File: config.mk
export PLATFORM = sky130hd
export DESIGN_NAME = bsr_selftest_reg
export DESIGN_NICKNAME = d
export VERILOG_FILES = /design/src/rtl/bsr_pkg.sv /design/src/rtl/bsr_prpg_step.sv /design/src/rtl/bsr_shift_chain.sv /design/src/rtl/bsr_shadow_bank.sv /design/src/rtl/bsr_selftest_reg.sv
export SDC_FILE = /design/constraint.sdc
export NUM_CORES = 1
export LEC_CHECK = 0
export ABC_AREA = 1
export BUFFER_PORTS_ARGS = -buffer_cell sky130_fd_sc_hd__buf_4
export CORE_MARGIN = 2
export CORE_UTILIZATION = 29
export CTS_CLUSTER_DIAMETER = 40
export DETAILED_ROUTE_END_ITERATION = 8
export SYNTH_ARGS = -nofsm -noshare
export SYNTH_HDL_FRONTEND = slang
export SYNTH_SLANG_ARGS = --single-unit
File: constraint.sdc
create_clock -name tck -period 1 [get_ports tck]
set_input_delay 0.15 -clock tck [delete_from_list [all_inputs] [get_ports tck]]
set_output_delay 0.15 -clock tck [all_outputs]
set_load 0.01 [all_outputs]
File: src/rtl/bsr_pkg.sv
`timescale 1ns/1ps
package bsr_pkg;
  typedef enum logic [1:0] {
    BSR_SCAN   = 2'b00,
    BSR_TOGGLE = 2'b01,
    BSR_PRPG   = 2'b10,
    BSR_IDLE   = 2'b11
  } bsr_mode_e;
endpackage

File: src/rtl/bsr_prpg_step.sv
`timescale 1ns/1ps
// One Fibonacci step: shift toward the top, feedback enters cell 0.
module bsr_prpg_step #(
  parameter int          N        = 40,
  parameter logic [N-1:0] TAP_MASK = '0
) (
  input  logic [N-1:0] cur,
  output logic [N-1:0] nxt
);
  logic fb;
  assign fb  = ^(cur & TAP_MASK);
  assign nxt = {cur[N-2:0], fb};
endmodule

File: src/rtl/bsr_shift_chain.sv
`timescale 1ns/1ps
// Rising-edge shift stages with per-cell next-value selection.
module bsr_shift_chain #(
  parameter int SIDE_W = 20,
  localparam int N = 2 * SIDE_W
) (
  input  logic         tck,
  input  logic         rst_n,
  input  logic         sel_toggle,
  input  logic         sel_prpg,
  input  logic         capture,
  input  logic         shift,
  input  logic         tdi,
  input  logic         b_is_out,
  input  logic [N-1:0] pins,
  input  logic [N-1:0] prpg_nxt,
  output logic [N-1:0] sr_q
);
  logic [N-1:0] nxt;

  for (genvar i = 0; i < N; i++) begin : g_cell
    localparam bit ON_B = (i >= SIDE_W);
    logic is_out;
    logic shift_in;
    assign is_out = ON_B ? b_is_out : ~b_is_out;
    if (i == N - 1) begin : g_top
      assign shift_in = tdi;
    end else begin : g_mid
      assign shift_in = sr_q[i+1];
    end
    assign nxt[i] = sel_toggle ? (is_out ? ~sr_q[i] : pins[i]) :
                    sel_prpg   ? prpg_nxt[i] :
                    capture    ? pins[i] :
                    shift      ? shift_in :
                                 sr_q[i];
  end

  always_ff @(posedge tck or negedge rst_n) begin
    if (!rst_n) sr_q <= '0;
    else        sr_q <= nxt;
  end
endmodule

File: src/rtl/bsr_shadow_bank.sv
`timescale 1ns/1ps
// Falling-edge shadow stages.
module bsr_shadow_bank #(
  parameter int N = 40
) (
  input  logic         tck,
  input  logic         rst_n,
  input  logic         load,
  input  logic [N-1:0] d,
  output logic [N-1:0] q
);
  always_ff @(negedge tck or negedge rst_n) begin
    if (!rst_n)    q <= '0;
    else if (load) q <= d;
  end
endmodule

File: src/rtl/bsr_selftest_reg.sv
`timescale 1ns/1ps
module bsr_selftest_reg #(
  parameter int SIDE_W = 20,
  parameter logic [2*SIDE_W-1:0] TAP_MASK =
    (40'(1) << 39) | (40'(1) << 37) | (40'(1) << 20) | (40'(1) << 18)
) (
  input  logic              tck,
  input  logic              rst_n,
  input  logic              tdi,
  input  logic              st_capture,
  input  logic              st_shift,
  input  logic              st_update,
  input  logic              st_runtest,
  input  logic [1:0]        mode,
  input  logic              b_is_out,
  input  logic [SIDE_W-1:0] a_pin_in,
  input  logic [SIDE_W-1:0] b_pin_in,
  output logic              tdo,
  output logic [SIDE_W-1:0] a_pin_drv,
  output logic [SIDE_W-1:0] b_pin_drv,
  output logic [SIDE_W-1:0] a_core_drv,
  output logic [SIDE_W-1:0] b_core_drv
);
  import bsr_pkg::*;
  localparam int N = 2 * SIDE_W;

  bsr_mode_e    mode_e;
  logic         sel_toggle;
  logic         sel_prpg;
  logic [N-1:0] sr_q;
  logic [N-1:0] sh_q;
  logic [N-1:0] prpg_nxt;

  assign mode_e     = bsr_mode_e'(mode);
  assign sel_toggle = st_runtest && (mode_e == BSR_TOGGLE);
  assign sel_prpg   = st_runtest && (mode_e == BSR_PRPG);

  bsr_prpg_step #(.N(N), .TAP_MASK(TAP_MASK)) u_step (
    .cur (sr_q),
    .nxt (prpg_nxt)
  );

  bsr_shift_chain #(.SIDE_W(SIDE_W)) u_chain (
    .tck        (tck),
    .rst_n      (rst_n),
    .sel_toggle (sel_toggle),
    .sel_prpg   (sel_prpg),
    .capture    (st_capture),
    .shift      (st_shift),
    .tdi        (tdi),
    .b_is_out   (b_is_out),
    .pins       ({b_pin_in, a_pin_in}),
    .prpg_nxt   (prpg_nxt),
    .sr_q       (sr_q)
  );

  bsr_shadow_bank #(.N(N)) u_shadow (
    .tck   (tck),
    .rst_n (rst_n),
    .load  (st_update || sel_toggle || sel_prpg),
    .d     (sr_q),
    .q     (sh_q)
  );

  assign tdo        = sr_q[0];
  assign a_pin_drv  = b_is_out ? '0 : sh_q[SIDE_W-1:0];
  assign a_core_drv = b_is_out ? sh_q[SIDE_W-1:0] : '0;
  assign b_pin_drv  = b_is_out ? sh_q[N-1:SIDE_W] : '0;
  assign b_core_drv = b_is_out ? '0 : sh_q[N-1:SIDE_W];
endmodule

==> metrics.txt, run 1 <==
crit-path max cell delay=0.45 ns; synthesized area=roughly 0.0053 sq mm; failing checks=negative setup slack; Core ar.=0.01802 sq mm; routability cong.=0.8045; syn avg cell area=6.209 sq um; pwr/cell area=1453 mW/mm^2; CTS Buffer Depth=2; Max-Cap Viols=0; CP Class=reg -> out; share of cells above drive strength 1=a little under three fifths; routed wire length=19880 microns; Slowest-stage cell, CP=dfrtn_1; initial DRC count=517; vias in the first global route=5970; DR pass1 iterations=5; CP max FO=2; cell accounting for the most synthesized area=nand2_1; setup ws final=-0.7092 ns; synthesis-to-layout area growth=83.95%; Relative slew margins=81.61%; #FFs+latches synth=80; status=finished with violations; Worst Max-Slew Pin Slew=about 0.28 ns; n_diodes=0; final setup vio count=159; H-Tree Depth=3; port bufs=130; I/O pins=131; number of vias in the routed layout=6521; count of final hold-check violations=0; remaining antenna violation count=0; HPWL Detailed=12880 microns; routed vias/inst=4.749; num rows=49; Clock Pin Slew Worst Setup and Hold Paths=0.06 ns; pre-CTS setup slack=-0.7531 ns; Tot GR Track Use=approximately a fifth; worst path required time=0.85 ns; DIE WIDTH=139.7 microns; DR DRC count=0; Cell Chain, Critical Path=inv_2 -> nor2_2 -> buf_4; Clock Skew=0.01165 ns; HP Class=in -> reg; first-pass GRT wire length=31060 microns; static leakage=roughly 0.0051 uW; WL/cell=between 10 and 15 microns; asr flop ratio synth=between 90% and 100%; CTS root buf=clkbuf_16; Yosys cell types=21; initial antenna violation count=0; ys flop type=dfrtp_1; Skew-Pair Late Insertion Delay=0.34 ns; Peak VDD IR=0.8510 mV; CP Capture Type=primary output; startpoint class of the critical path=flop; max-slew violations=0; Final #Nets=~1200; Die Span Y=~140 microns; Synth area leaders=nand2_1 20%, dfrtn_1 19%, dfrtp_1 19%; register area share after synthesis=between 30 and 40%; Post-synth EDFFs=0; Worst EP arrival=1.56 ns; CTS Buf Count=9; top cell type's share of synthesized area=19.75%; Overflow after GRT=0; Min Hold Slack=between 0.15 and 0.2 ns; RSZ-0062 raised after global routing=yes; Syn. warnings=0; Syn Nets=910; largest net degree at the start of global routing=45; Initial Util=29.63%; DIE AREA=0.01952 sq mm; Post-Syn Instances=860; CTS tree=built; setup TNS=-69.08 ns; CTS sink cnt=80
[area by class of cell]
class | instances | area (sq um)
flip-flops and latches | 80 | 2009
clock inverters | 3 | 22.52
well taps | 229 | 286.5
clock buffers | 13 | 271.5
multi-input cells | 611 | 3432
inverters | 110 | 456.7
repair buffers | 327 | 3344
fillers | 1675 | 8202
[worst max-delay path: cells and delay by family (launching register included)]
kind / cells / cell delay [ns]
buffers and inverters: 2 / 0.17
DFF: 1 / 0.45
and+or+nand+nor: 1 / 0.09
[state kept, by name (all words and copies together) (netlist names)]
name and count:
u_chain.sr_q 40, u_shadow.q 40
[Yosys cell counts (3+ instances only)]
library cell and count:
o211ai_1 28, o21ai_1 3, dfrtn_1 40, inv_1 109, a21oi_1 5, buf_1 5, buf_2 26, nand3_1 35
clkbuf_1 26, dfrtp_1 40, nand2_1 281, nor2_1 127, nand4_1 16, o21ai_0 112
[routing by layer]
layer	up-vias	wire length, microns	global-route usage (%)
met5	-	0	0
li1	3269	-	-
met2	222	9278	30.71
met1	3011	9157	27.55
met4	0	256	4.737
met3	19	1188	3.372
[through the flow]
stage          utilization [%]  power [uW]  area, sq um  instances
3_3_place_gp             42.69        8840         7695       1292
5_1_grt                  54.50       15080         9823       1373
6_report                 54.50       14280         9823       1373
4_1_cts                  50.68       13510         9135       1353
2_1_floorplan                -        6409         5532        860
3_5_place_dp             42.69        8896         7695       1292
[report_power, final]
group	switching (uW)	internal, uW	total, uW
Clock	1400	1920	3320
Sequential	606	3860	4470
Combinational	3010	3480	6490
Total	5020	9260	14300
[repair_timing]
item,CTS,global route
hold buffers,1,0
pin swaps,64,91
gates cloned,6,3
endpoints found under the hold margin,12,0
gates resized for setup,268,159
buffers inserted,38,19
endpoints found under the setup margin,160,161
[cells in the final DEF (no fill, tap or decap), drive strengths merged]
master       netlist  final
dfrtp             40     40
nand4             16     16
dlygate4sd3        0      1
nand2            281    281
inv              110    110
clkinvlp           0      1
nor2             129    129
a21oi              5      5
dfrtn             40     40
o21ai            115    115
clkinv             0      2
clkbuf            27     16
buf               32    323
nand3             37     37
o211ai            28     28
[cell families after synthesis]
family	count (synthesis)	share of synthesized area (%)
buffers and inverters	169	12.65
AND/OR/NAND/NOR	463	34.68
AO/OA/AOI/OAI	148	15.18
flip-flops	80	37.49
[final timing paths]
| kind | from | to | slack, ns | cells after the start |
|---|---|---|---|---|
| setup reg to reg | u_chain.sr_q[14] | u_shadow.q[14] | -0.25 | 2 |
| setup / recovery | u_shadow.q[16] | a_pin_drv[16] | -0.71 | 3 |
| hold / removal | b_pin_in[3] | u_chain.sr_q[23] | 0.16 | 5 |
| min in group asynchronous | rst_n | u_chain.sr_q[32] | 0.40 | 3 |
| hold reg to reg | u_shadow.q[15] | u_shadow.q[15] | 0.61 | 3 |
| max in group asynchronous | rst_n | u_shadow.q[7] | 0.05 | 3 |
Note: power is estimated with default switching activity, not from simulation.
==> run 2, diff against run 1 <==
Settings changed: ABC_AREA 1 to not set.
==> metrics.txt, run 2 <==
ys flop type=dfrtp_1; vias in the first global route=5389 (-9.7%); Overflow after GRT=0 (unchanged); setup ws final=-0.7485 ns (-0.03933 ns); final setup vio count=161 (+1.3%); HPWL Detailed=10290 microns (-20%); CP max FO=3 (+1); I/O pins=131 (unchanged); Skew-Pair Late Insertion Delay=0.34 ns (about the same); Synth area leaders=dfrtn_1 20%, dfrtp_1 20%, nor2b_1 9.4%; cell accounting for the most synthesized area=dfrtn_1; Die Span Y=136.4 microns (-2.4%); Clock Pin Slew Worst Setup and Hold Paths=0.06 ns (about the same); routed vias/inst=5.210 (+9.7%); register area share after synthesis=39.39% (+1.9 points); status=finished with violations; HP Class=in -> reg; initial DRC count=396 (-23%); #FFs+latches synth=80 (unchanged); commonest non-fill, non-tap cell in the layout=buf_4; CP Capture Type=primary output; top cell type's share of synthesized area=19.69% (-0.057 points); syn avg cell area=8.688 sq um (+40%); WL/cell=18.00 microns (+24%); Clock Skew=0.01013 ns (-0.001516 ns); RSZ-0062 raised after global routing=yes; num rows=48 (-2.0%); Syn Nets=635 (-30%); Relative slew margins=65.44% (-16 points); routed wire length=18700 microns (-5.9%); DR pass1 iterations=5 (unchanged); synthesis-to-layout area growth=78.43%; startpoint class of the critical path=flop; CTS Buffer Depth=2 (unchanged); Fillers=1500 (-10%); Peak VDD IR=0.9115 mV (+7.1%); routability cong.=0.7511 (-6.6%); final design utilization=52.61% (-1.9 points); Tot GR Track Use=19.21% (-0.18 points); CTS sink cnt=80 (unchanged); top flop regs=u_chain.sr_q x40, u_shadow.q x40; setup TNS=-96.37 ns (-27.29 ns); Syn. warnings=0 (unchanged); DR DRC count=0 (unchanged); port bufs=130 (unchanged); asr flop ratio synth=100.0% (unchanged); most common cell in the synthesized netlist=nor2b_1; Initial Util=29.49% (-0.14 points); Worst Max-Slew Pin Slew=0.5184 ns (+0.2425 ns); DIE AREA=0.01860 sq mm (-4.7%); worst path required time=0.85 ns (about the same); remaining antenna violation count=0 (unchanged); first-pass GRT wire length=28120 microns (-9.5%); Post-synth top cells=76 x nor2b_1, 62 x o21ai_0, 58 x a21oi_1, 55 x nor2_1; Worst EP arrival=1.60 ns (+0.04 ns); CTS Buf Count=9 (unchanged); synthesized area=0.005082 sq mm (-4.8%); Post-Syn Instances=585 (-32%); Post-synth EDFFs=0 (unchanged); initial antenna violation count=0 (unchanged); share of cells above drive strength 1=55.90% (+0.13 points); H-Tree Depth=3 (unchanged); pre-CTS setup slack=-1.060 ns (-0.3071 ns); max-slew violations=0 (unchanged); DIE WIDTH=136.4 microns (-2.4%); pwr/cell area=1526 mW/mm^2 (+5.0%); count of final hold-check violations=0 (unchanged); CTS tree=built; largest net degree at the start of global routing=45 (unchanged); CP Class=reg -> out; failing checks=negative setup slack; n_diodes=0 (unchanged); commonest non-fill, non-tap cells in the layout=133 x buf_4, 98 x buf_6, 53 x o21ai_0, 53 x nor2_1; Final #Nets=859 (-28%); Yosys cell types=26 (+24%); CTS root buf=clkbuf_16; Max-Cap Viols=0 (unchanged); static leakage=0.004205 uW (-17%); Final Total Pwr=13840 uW (-3.1%); Core ar.=0.01724 sq mm (-4.4%); number of vias in the routed layout=5413 (-17%)
[run 2: changes by cell type in the layout (fill, tap and decap cells not counted), moves of 38 or more]
cell     before  now
inv_2        83    0
o21ai_2      47    0
and2_4        0   40
nand2_2      47    0
nand2_1     202   29
buf_4       191  133
nor2b_4       0   40
nor2_2       39    1
mux2_4        0   39
[run 2: cell type report]
type | instances | area, sq um | share of cell area, %
multi-input combinational | 450 | 3611 | 39.82
timing repair buffer | 268 | 2883 | 31.79
sequential | 80 | 2002 | 22.08
tap | 225 | 281.5 | 3.104
clock buffer | 12 | 246.5 | 2.718
clock inverter | 4 | 45.04 | 0.4967
[run 2: timing repair]
| item | in CTS | in global routing |
|---|---|---|
| hold buffers | 1 | 0 |
| resized for setup | 150 | 79 |
| gates cloned | 14 | 4 |
| pin swaps | 28 | 47 |
| endpoints found under the hold margin | 40 | 0 |
| endpoints found under the setup margin | 161 | 171 |
| buffers inserted | 24 | 20 |
[run 2: report_power, final]
group	internal, uW	switching, uW	total (uW)
sequential	3920	513	4440
combinational	3820	2300	6120
clock	1990	1290	3280
[run 2: kinds of logic (layout without fill, tap and decap cells)]
kind of cell              count (synthesis)  after routing  synth area share (%)
and+or+nand+nor                         207            207                 21.89
AOI/OAI and AO/OA                       197            197                 24.08
DFF                                      80             80                 39.39
buffers and inverters                    55            284                 4.677
muxes                                    43             43                 9.453
xor gates and xnor gates                  3              3                0.5171
[run 2: path summary, 6_finish.rpt]
path,from,endpoint,slack (ns),cells past startpoint
min reg2reg,u_shadow.q[10],u_shadow.q[10],0.49,1
max reg2reg,u_chain.sr_q[18],u_chain.sr_q[0],-0.38,5
min in group asynchronous,rst_n,u_chain.sr_q[0],0.37,3
min,b_pin_in[9],u_chain.sr_q[29],0.25,4
max,u_shadow.q[20],b_core_drv[0],-0.75,2
max in group asynchronous,rst_n,u_shadow.q[18],0.03,3
[run 2: metrics by stage]
step	cell area, sq um	cells	hold WS (ns)
after global routing	9069	1039	0.2512
after global placement	7356	971	0.1486
final	9069	1039	0.2504
after detailed placement	7356	971	0.1515
after floorplan	5612	585	-0.1456
after CTS	8756	1026	0.2068
[run 2: critical path: stages (launching register included)]
cell and delay, ns:
dfrtn_1 0.48, nor2b_4 0.17, buf_6 0.10
[run 2: routing by layer]
layer  part of all wire, %  track usage (%)
met1                    42            25.09
met2                    49            31.85
met3                   5.8            3.318
met4                   2.7            7.002
met5                     0                0
